===== src/rtl/bus_hold_ctrl.sv =====
module bus_hold_ctrl (
  input  logic clk,
  input  logic rst_n,
  input  logic hold_req_n,
  input  logic cyc_busy,
  input  logic core_pending,
  output logic clkout,
  output logic hold_ack_n,
  output logic bus_req_n,
  output logic ad_oe,
  output logic ctl_weak,
  output logic adv_weak
);

  typedef enum logic [2:0] {S_RUN, S_DRAIN, S_FLOAT, S_HOLD, S_REL} st_t;

  st_t  st, nxt;
  logic tick;

  assign tick = ~clkout;

  always_comb begin
    nxt = st;
    case (st)
      S_RUN:   if (!hold_req_n) nxt = cyc_busy ? S_DRAIN : S_FLOAT;
      S_DRAIN: if (hold_req_n) nxt = S_RUN;
               else if (!cyc_busy) nxt = S_FLOAT;
      S_FLOAT: nxt = hold_req_n ? S_RUN : S_HOLD;
      S_HOLD:  if (hold_req_n) nxt = S_REL;
      S_REL:   nxt = S_RUN;
      default: nxt = S_RUN;
    endcase
  end

  always_ff @(posedge clk) begin
    if (!rst_n) begin
      clkout    <= 1'b1;
      st        <= S_RUN;
      bus_req_n <= 1'b1;
    end else begin
      clkout <= ~clkout;
      if (tick) begin
        st <= nxt;
        if (st == S_HOLD && core_pending) bus_req_n <= 1'b0;
        else if (st == S_RUN)             bus_req_n <= 1'b1;
      end
    end
  end

  assign hold_ack_n = (st != S_HOLD);
  assign ad_oe      = (st == S_RUN) || (st == S_DRAIN);
  assign ctl_weak   = (st == S_FLOAT) || (st == S_HOLD) || (st == S_REL);
  assign adv_weak   = ctl_weak;

  AST_ACK_FLOATED: assert property (@(posedge clk) disable iff (!rst_n)
    !hold_ack_n |-> !ad_oe);
  AST_ONLY_ON_TICK: assert property (@(posedge clk) disable iff (!rst_n)
    clkout |=> $stable({hold_ack_n, bus_req_n, ad_oe, ctl_weak, adv_weak}));
  AST_FLOAT_BEFORE_ACK: assert property (@(posedge clk) disable iff (!rst_n)
    $fell(hold_ack_n) |-> $past(!ad_oe));
  AST_BREQ_IN_HOLD: assert property (@(posedge clk) disable iff (!rst_n)
    $fell(bus_req_n) |-> $past(!hold_ack_n));
  AST_GAP_ON_RELEASE: assert property (@(posedge clk) disable iff (!rst_n)
    $rose(ad_oe) |-> (hold_ack_n && $past(hold_ack_n, 2)));
  AST_WEAK_IN_HOLD: assert property (@(posedge clk) disable iff (!rst_n)
    !hold_ack_n |-> (ctl_weak && adv_weak));

endmodule


===== config.mk =====
export PLATFORM = sky130hd
export DESIGN_NAME = bus_hold_ctrl
export DESIGN_NICKNAME = d
export VERILOG_FILES = /design/src/rtl/bus_hold_ctrl.sv
export SDC_FILE = /design/constraint.sdc
export NUM_CORES = 1
export LEC_CHECK = 0
export BUFFER_PORTS_ARGS = -buffer_cell sky130_fd_sc_hd__buf_2
export CAP_MARGIN = 20
export CORE_AREA = 2 2 39 41
export CTS_CLUSTER_SIZE = 30
export DETAILED_ROUTE_END_ITERATION = 6
export DIE_AREA = 0 0 41 43
export GPL_TIMING_DRIVEN = 0
export PLACE_DENSITY = 0.41
export SLEW_MARGIN = 20
export SYNTH_ARGS = -nofsm -noshare
export SYNTH_HDL_FRONTEND = slang
export SYNTH_SLANG_ARGS = --single-unit
export TNS_END_PERCENT = 50

===== constraint.sdc =====
create_clock -name clk -period 0.8 [get_ports clk]
set_input_delay 0.04 -clock clk [delete_from_list [all_inputs] [get_ports clk]]
set_output_delay 0.04 -clock clk [all_outputs]
set_load 0.05 [all_outputs]

==> results of run 1 <==
-- power by group --
part	leakage, nW	internal [mW]	switching, mW
Clock	0.0150	0.189	0.103
Combinational	0.158	0.0792	0.0952
Sequential	0.0429	0.254	0.0108
-- cells in the mapped netlist --
library cell / instances
a21o_2: 1
o21ai_1: 2
nor2_1: 5
a21boi_1: 1
nor2b_1: 1
nand4bb_1: 1
nand2_1: 2
nor3_1: 1
a21oi_2: 1
nand3_1: 1
buf_4: 1
nand3b_1: 1
o21a_2: 1
dfxtp_1: 5
buf_2: 1
o221a_1: 2
-- cell type report --
| type | count | area share (%) |
|---|---|---|
| Clock buffer | 4 | 5.41 |
| Multi-Input combinational cell | 20 | 33.5 |
| Tap cell | 16 | 4.12 |
| Sequential cell | 5 | 24.0 |
| Buffer | 2 | 4.64 |
| Timing Repair Buffer | 15 | 28.4 |
-- final timing paths --
path,depth (start not counted),endpoint
max,4,ctl_weak
min,2,clkout
max reg2reg,3,st[0]
min reg2reg,2,st[2]
-- worst max-delay path, cell delays in order, from the launching register on --
cell	delay (ps)
dfxtp_4	340
nor2b_4	120
a21o_4	180
buf_6	110
buf_8	140
-- flip-flops by register name, indices dropped and copies added (netlist names) --
| register | cells |
|---|---|
| bus_req_n | 1 |
| clkout | 1 |
| st | 3 |
-- kinds of logic after synthesis --
logic type,Yosys count,synth area share [%]
and+or+nand+nor,12,25.5
AOI/OAI and AO/OA,8,27.6
DFF,5,41.7
buffers and inverters,2,5.21
-- metal layers --
layer	GRT usage [%]	up-vias	routed length, um
met1	14.1	120	337
met3	1.05	2	42
met5	0	-	0
met2	10.3	11	290
met4	10.0	0	15
li1	-	136	-
-- metrics by stage --
stage | total power, mW | instances | area [sq um] | utilization (%)
finish | 0.730 | 62 | 485 | 35.1
global route | 0.761 | 62 | 485 | 35.1
CTS | 0.739 | 62 | 468 | 33.8
detailed placement | 0.416 | 53 | 358 | 25.9
global placement | 0.415 | 53 | 358 | 25.9
floorplan | 0.381 | 27 | 288 | -
-- cells in the final DEF, fill, tap and decap left out, types with 2 or more instances in the layout --
cell / count
clkbuf_4: 3
nor2_1: 3
o221a_1: 2
buf_8: 3
buf_6: 6
dfxtp_4: 4
buf_4: 3
buf_2: 5
-- timing repair --
item / 4_1_cts / 5_1_grt
setup buffers: 5 / 0
pin swaps: 4 / 2
setup endpoints to repair: 10 / 9
hold buffers: 0 / 0
resized for setup: 16 / 5
==> results.md, run 1 <==
- CTS tree: done
- RR Startpoint: st[1]
- Worst setup path start: st[1]
- Worst setup margin: -375 ps
- Gr ovfl total: 0
- Final hold slack: 28.9 ps
- Layout cell share with drive strength beyond 1: a little under three quarters
- Synth warn: 0
- Post-synth top area share: 41.7%
- Final period util: 147%
- Core area: between 1000 and 1500 sq um
- Via count: 269
- N_diodes: 0
- Sequential share of the synthesized area: 41.7%
- Minimum clock period: 1180 ps
- DRC: 0
- Worst Setup End Kind: primary output
- Fmax: around 850 MHz
- Placement Setup Slack: -267 ps
- Reg area: 116 sq um
- Synth Cell Area: 240 sq um
- WL final: 686 um
- Die Wd: 41 um
- I/O pins: 11
- Initial antenna violation count: 0
- Tot GR Track Use: a little under a tenth
- Clock sinks: 5
- Vias in the first global route: 258
- IO buf count: 10
- Post-DP HPWL: 422 um
- Max_cap viols: 0
- WL/cell: 11.1 um
- Drt pass-1 iters: 2
- Synth Area per Inst: 8.90 sq um
- Cells after Synth: 27
- Layout area overhead: 102%
- Reg clk slew, reported paths: roughly 40 ps
- Worst EP arrival: 1140 ps
- Longest Clk Path Bufs: 2
- H-tree level count: 1
- Crit path max fanout: 3
- Relative slew margins: 83.7%
- Flop2flop setup slack: -240 ps
- Multi-input gate area: between 150 and 200 sq um
- Cts bufs inserted: 3
- Pin count of the biggest net entering global routing: 10
- Layout net count: 52
- Final setup TNS: -1800 ps
- Yosys reg bits: 5
- Worst vdd ir: ~0.44 mV
- Final ANT Viol Nets: 0
- DR iter-0 viols: 2
- Leakage: 0.216 nW
- CP startpoint kind: register
- Hold Crit Class: in -> reg
- Die area: 1760 sq um
- Crit path kind: reg -> out
- Synthesized Nets: 32
- Top cells by area, synth: dfxtp_1 42%, o221a_1 9.4%, nor2_1 7.8%
- Worst EP required: 760 ps
- HP Start: rst_n
- Distinct cell type count after synthesis: 16
- Failing checks: negative setup slack
- GPL Wtd Cong: approximately 0.76
- Initial Utilization: about 17%
- Avg Vias per Cell: 4.34
- Final hold vios: 0
- Root Buffer: clkbuf_4
- Final slew viol count: 0
- Slew @ Worst Pin: 247 ps
- First-pass GRT wire length: 1.07 mm
- Final-layout fill cell count: 143
- Status: finished with violations
- Skew final: 4.67 ps
- Cell taking the most area after synthesis: dfxtp_1
- Pwr Density: ~1500 nW/um^2
- Clock latency on the worst-skew pair: around 240 ps
- RSZ-0062 raised after global routing: true
- Vert. Die Dim: 43 um
- Final setup vio count: 8
- Num rows: 14
(Power assumes the default switching activity.)
==> run 2, diff against run 1 <==
--- a/config.mk
+++ b/config.mk
@@ -12,7 +12,7 @@
 export DETAILED_ROUTE_END_ITERATION = 6
 export DIE_AREA = 0 0 41 43
 export GPL_TIMING_DRIVEN = 0
-export PLACE_DENSITY = 0.41
+export PLACE_DENSITY = 0.38
 export SLEW_MARGIN = 20
 export SYNTH_ARGS = -nofsm -noshare
 export SYNTH_HDL_FRONTEND = slang
==> results.md, run 2 (synthesis results as in run 1) <==
- Initial antenna violation count: 0 (unchanged)
- Post-DP HPWL: 439 um (was 422 um)
- Crit path kind: reg -> out (unchanged)
- DR iter-0 viols: 5 (was 2)
- Pin count of the biggest net entering global routing: 10 (unchanged)
- H-tree level count: 1 (unchanged)
- Most frequent cells in the layout: 5 x buf_6, 4 x dfxtp_4, 4 x buf_2, 4 x buf_8, 4 x buf_4 (was 6 x buf_6, 5 x buf_2, 4 x dfxtp_4)
- Slowest stage delay, CP: 340 ps (about the same)
- Final hold slack: 42.6 ps (was 28.9 ps)
- WL/cell: 10.7 um (was 11.1 um)
- N_diodes: 0 (unchanged)
- Max reg flops: 3 (unchanged)
- Relative slew margins: 90.0% (was 83.7%)
- First-pass GRT wire length: 1.11 mm (was 1.07 mm)
- Slew @ Worst Pin: 149 ps (was 247 ps)
- GPL Wtd Cong: 0.689 (was 0.757)
- Max_cap viols: 0 (unchanged)
- Tot GR Track Use: 9.74% (was 9.44%)
- Status: finished with violations (unchanged)
- Hold-fix buffers, CTS: 0 (unchanged)
- Via count: 275 (was 269)
- Worst EP required: 760 ps (about the same)
- Placement Setup Slack: -283 ps (was -267 ps)
- Minimum clock period: 1180 ps (about the same)
- Final setup vio count: 8 (unchanged)
- Gr ovfl total: 0 (unchanged)
- Commonest non-fill, non-tap cell in the layout: buf_6 (unchanged)
- Die area: 1760 sq um (unchanged)
- DRC: 0 (unchanged)
- CTS tree: done (unchanged)
- Overall Power: 0.735 mW (was 0.730 mW)
- CP startpoint kind: register (unchanged)
- Final-layout fill cell count: 147 (was 143)
- Largest Register: st (unchanged)
- WL final: 666 um (was 686 um)
- Worst Setup End Kind: primary output (unchanged)
- Critical path, cell by cell: nor2b_4 -> a21o_4 -> buf_6 -> buf_8 (unchanged)
- R2R depth: 6 (was 3)
- Cells on Worst Hold Path: 2 (unchanged)
- Core area: 1380 sq um (unchanged)
- Hold Crit Class: in -> reg (unchanged)
- Longest Clk Path Bufs: 2 (unchanged)
- Skew final: 2.04 ps (was 4.67 ps)
- Fmax: 850 MHz (was 851 MHz)
- Clock latency on the worst-skew pair: 240 ps (about the same)
- Worst path top cell family by delay: flip-flops (unchanged)
- Drt pass-1 iters: 4 (was 2)
- Pwr Density: 1510 nW/um^2 (was 1500 nW/um^2)
- Clock sinks: 5 (unchanged)
- Final ANT Viol Nets: 0 (unchanged)
- Leakage: 0.215 nW (was 0.216 nW)
- Root Buffer: clkbuf_4 (unchanged)
- Instance count on the critical path: 4 (unchanged)
- Flop2flop setup slack: -250 ps (was -240 ps)
- Slowest CP cell: dfxtp_4 (unchanged)
- Die Wd: 41 um (unchanged)
- Buf/Inv on CP: 2 (unchanged)
- I/O pins: 11 (unchanged)
- Failing checks: negative setup slack (unchanged)
- Vert. Die Dim: 43 um (unchanged)
- Crit path max fanout: 3 (unchanged)
- Layout net count: 52 (unchanged)
- Worst setup margin: -377 ps (was -375 ps)
- Design area: 488 sq um (was 485 sq um)
- Layout cell share with drive strength beyond 1: 69.6% (was 71.7%)
- Avg Vias per Cell: 4.44 (was 4.34)
- RSZ-0062 raised after global routing: true (unchanged)
- Layout area overhead: 103% (was 102%)
- Reg clk slew, reported paths: 40 ps (about the same)
- Cts bufs inserted: 3 (unchanged)
- Vias in the first global route: 266 (was 258)
- Largest regs: st: 3 flops, bus_req_n: 1 flops, clkout: 1 flops (unchanged)
- Worst vdd ir: 0.426 mV (was 0.437 mV)
- Area after DPL: 358 sq um (unchanged)
- Final hold vios: 0 (unchanged)
- Final slew viol count: 0 (unchanged)
- Worst EP arrival: 1140 ps (about the same)
- Num rows: 14 (unchanged)
- IO buf count: 10 (unchanged)
- Final period util: 147% (about the same)
- Initial Utilization: 17.4% (unchanged)
==> run 2: area by class of cell <==
class	instances	area, sq um	area share, %
tap	16	20.0	4.10
timing repair buffer	15	144	29.5
buffer	2	22.5	4.62
multi-input combinational	20	159	32.6
sequential	5	116	23.8
clock buffer	4	26.3	5.38
==> run 2: worst paths after layout <==
kind,startpoint,end
worst max register to register,st[1],st[2]
worst min register to register,bus_req_n,bus_req_n
worst max-delay path,st[1],ctl_weak
worst min-delay path,rst_n,clkout
==> run 2: power breakdown <==
group	internal (mW)	switching [mW]	total (mW)	leakage, nW
logic	0.0846	0.0957	0.180	0.157
registers	0.254	0.0122	0.266	0.0429
clock network	0.188	0.100	0.289	0.0150
total	0.527	0.208	0.735	0.215
==> run 2: metal layers <==
layer | global-route usage (%) | vias to the layer above | part of all wire, %
met3 | 1.57 | 0 | 4.1
met2 | 13.1 | 12 | 50
li1 | - | 135 | -
met1 | 11.9 | 128 | 46
met4 | 10.0 | 0 | 0
met5 | 0 | - | 0
==> run 2: what timing repair did <==
| action | in CTS | in global routing |
|---|---|---|
| setup buffers | 4 | 2 |
| setup endpoints to repair | 10 | 10 |
| pin swaps | 3 | 1 |
| gates resized for setup | 20 | 3 |
==> run 2: metrics by stage <==
step                      setup TNS [ps]  instances  util, %
after floorplan                     -866         27        -
after CTS                          -1860         61     34.2
after global routing               -2260         62     35.3
final                              -1920         62     35.3
after detailed placement            -986         53     25.9
after global placement              -888         53     25.9
==> run 3, diff against run 2 <==
--- a/config.mk
+++ b/config.mk
@@ -5,14 +5,16 @@
 export SDC_FILE = /design/constraint.sdc
 export NUM_CORES = 1
 export LEC_CHECK = 0
-export BUFFER_PORTS_ARGS = -buffer_cell sky130_fd_sc_hd__buf_2
 export CAP_MARGIN = 20
+export CELL_PAD_IN_SITES_DETAIL_PLACEMENT = 1
+export CELL_PAD_IN_SITES_GLOBAL_PLACEMENT = 1
 export CORE_AREA = 2 2 39 41
 export CTS_CLUSTER_SIZE = 30
 export DETAILED_ROUTE_END_ITERATION = 6
 export DIE_AREA = 0 0 41 43
+export DONT_BUFFER_PORTS = 1
 export GPL_TIMING_DRIVEN = 0
-export PLACE_DENSITY = 0.38
+export PLACE_DENSITY = 0.39
 export SLEW_MARGIN = 20
 export SYNTH_ARGS = -nofsm -noshare
 export SYNTH_HDL_FRONTEND = slang
==> results.md, run 3 (synthesis results as in run 1) <==
- Status: finished with violations (unchanged)
- Failing checks: negative setup slack (unchanged)
- WL final: 713 um (was 666 um)
- Avg Vias per Cell: 4.77 (was 4.44)
- CTS tree: done (unchanged)
- Design area: 388 sq um (was 488 sq um)
- Root Buffer: clkbuf_4 (unchanged)
- Worst vdd ir: 0.553 mV (was 0.426 mV)
- Tot GR Track Use: 9.91% (was 9.74%)
- Initial antenna violation count: 0 (unchanged)
- Area after DPL: 308 sq um (was 358 sq um)
- Final hold vios: 0 (unchanged)
- Clock latency on the worst-skew pair: 240 ps (about the same)
- Worst EP arrival: 1140 ps (about the same)
- I/O pins: 11 (unchanged)
- Most frequent cells in the layout: 3 x nor2_1, 3 x clkbuf_4, 3 x dfxtp_4, 3 x buf_4 (was 5 x buf_6, 4 x dfxtp_4, 4 x buf_2, 4 x buf_8, 4 x buf_4)
- Final setup TNS: -1990 ps (was -1920 ps)
- Cells on Worst Hold Path: 3 (was 2)
- Layout area overhead: 61.5% (was 103%)
- Final setup vio count: 8 (unchanged)
- Combinational share of power: 19.0% (was 24.5%)
- Reg power frac: 40.3% (was 36.2%)
- WL/cell: 13.7 um (was 10.7 um)
- Largest regs: st: 3 flops, bus_req_n: 1 flops, clkout: 1 flops (unchanged)
- IO buf count: 0 (was 10)
- Via count: 248 (was 275)
- Slew @ Worst Pin: 356 ps (was 149 ps)
- Num rows: 14 (unchanged)
- Layout cell share with drive strength beyond 1: 55.6% (was 69.6%)
- Placement Setup Slack: -307 ps (was -283 ps)
- DR iter-0 viols: 3 (was 5)
- RSZ-0062 raised after global routing: true (unchanged)
- Vert. Die Dim: 43 um (unchanged)
- Largest Register: st (unchanged)
- Utilization after layout: 28.0% (was 35.3%)
- Gr ovfl total: 0 (unchanged)
- Relative slew margins: 76.2% (was 90.0%)
- Fin cells: 52 (was 62)
- Reg clk slew, reported paths: 40 ps (about the same)
- Final ANT Viol Nets: 0 (unchanged)
- Worst setup margin: -383 ps (was -377 ps)
- Overall Power: 0.701 mW (was 0.735 mW)
- Cts bufs inserted: 3 (unchanged)
- Pwr Density: 1810 nW/um^2 (was 1510 nW/um^2)
- Minimum clock period: 1180 ps (about the same)
- Final hold slack: 72.8 ps (was 42.6 ps)
- GPL Wtd Cong: 0.669 (was 0.689)
- Pint: 0.504 mW (was 0.527 mW)
- Skew final: 0.652 ps (was 2.04 ps)
- Crit path kind: reg -> out (unchanged)
- Fraction of power consumed by the clock network: 40.7% (was 39.3%)
- N_diodes: 0 (unchanged)
- Pin count of the biggest net entering global routing: 10 (unchanged)
- CP startpoint kind: register (unchanged)
- Die Wd: 41 um (unchanged)
- Max reg flops: 3 (unchanged)
- R2R depth: 3 (was 6)
- Worst EP required: 760 ps (about the same)
- Final period util: 148% (was 147%)
- Die area: 1760 sq um (unchanged)
- Vias in the first global route: 268 (was 266)
- Drt pass-1 iters: 2 (was 4)
- DP Cell Count: 43 (was 53)
- Initial Utilization: 17.4% (unchanged)
- Clock sinks: 5 (unchanged)
- Core area: 1380 sq um (unchanged)
- Longest Clk Path Bufs: 2 (unchanged)
- Hold Crit Class: in -> reg (unchanged)
- Max_cap viols: 0 (unchanged)
- Final-layout fill cell count: 160 (was 147)
- First-pass GRT wire length: 1.12 mm (was 1.11 mm)
- Crit path max fanout: 4 (was 3)
- H-tree level count: 1 (unchanged)
- DRC: 0 (unchanged)
- Leakage: 0.155 nW (was 0.215 nW)
- Layout net count: 42 (was 52)
- P_sw: 0.198 mW (was 0.208 mW)
- Fmax: 845 MHz (was 850 MHz)
- Final slew viol count: 0 (unchanged)
- Worst Setup End Kind: primary output (unchanged)
- Switching part of the total: 28.2% (was 28.3%)
run 3: worst max-delay path, cell delays in order, from the launching register on:
cell and delay (ps):
dfxtp_4 360, nor2b_4 130, a21o_4 250, buf_8 170
run 3: layout make-up:
class / count / area (sq um) / area share, %
multi-input combinational: 20 / 159 / 41.0
sequential: 5 / 114 / 29.4
timing repair buffer: 5 / 42.5 / 11.0
clock buffer: 4 / 26.3 / 6.77
buffer: 2 / 26.3 / 6.77
tap: 16 / 20.0 / 5.16
run 3: power by group through the flow:
stage	combinational (mW)	clock (mW)	sequential (mW)
2_1_floorplan	0.0947	0	0.286
3_3_place_gp	0.101	0	0.290
3_5_place_dp	0.103	0	0.290
4_1_cts	0.134	0.300	0.282
5_1_grt	0.142	0.319	0.284
6_report	0.133	0.286	0.282
run 3: repair_timing:
| action | CTS | global route |
|---|---|---|
| endpoints found under the hold margin | 5 | 0 |
| setup endpoints to repair | 9 | 8 |
| buffers inserted | 3 | 0 |
| hold buffers | 2 | 0 |
| gates resized for setup | 5 | 0 |
run 3: per-layer routing:
| layer | wire (um) | up-vias | track usage (%) |
|---|---|---|---|
| li1 | - | 115 | - |
| met5 | 0 | - | 0 |
| met4 | 15 | 0 | 12.0 |
| met3 | 39 | 2 | 0 |
| met2 | 347 | 10 | 13.1 |
| met1 | 311 | 121 | 12.4 |
run 3: worst paths after layout:
path	start	endpoint	slack [ps]
setup / recovery	st[1]	ctl_weak	-380
hold / removal	core_pending	bus_req_n	70
setup reg to reg	st[2]	st[0]	-310
hold reg to reg	st[2]	st[2]	550
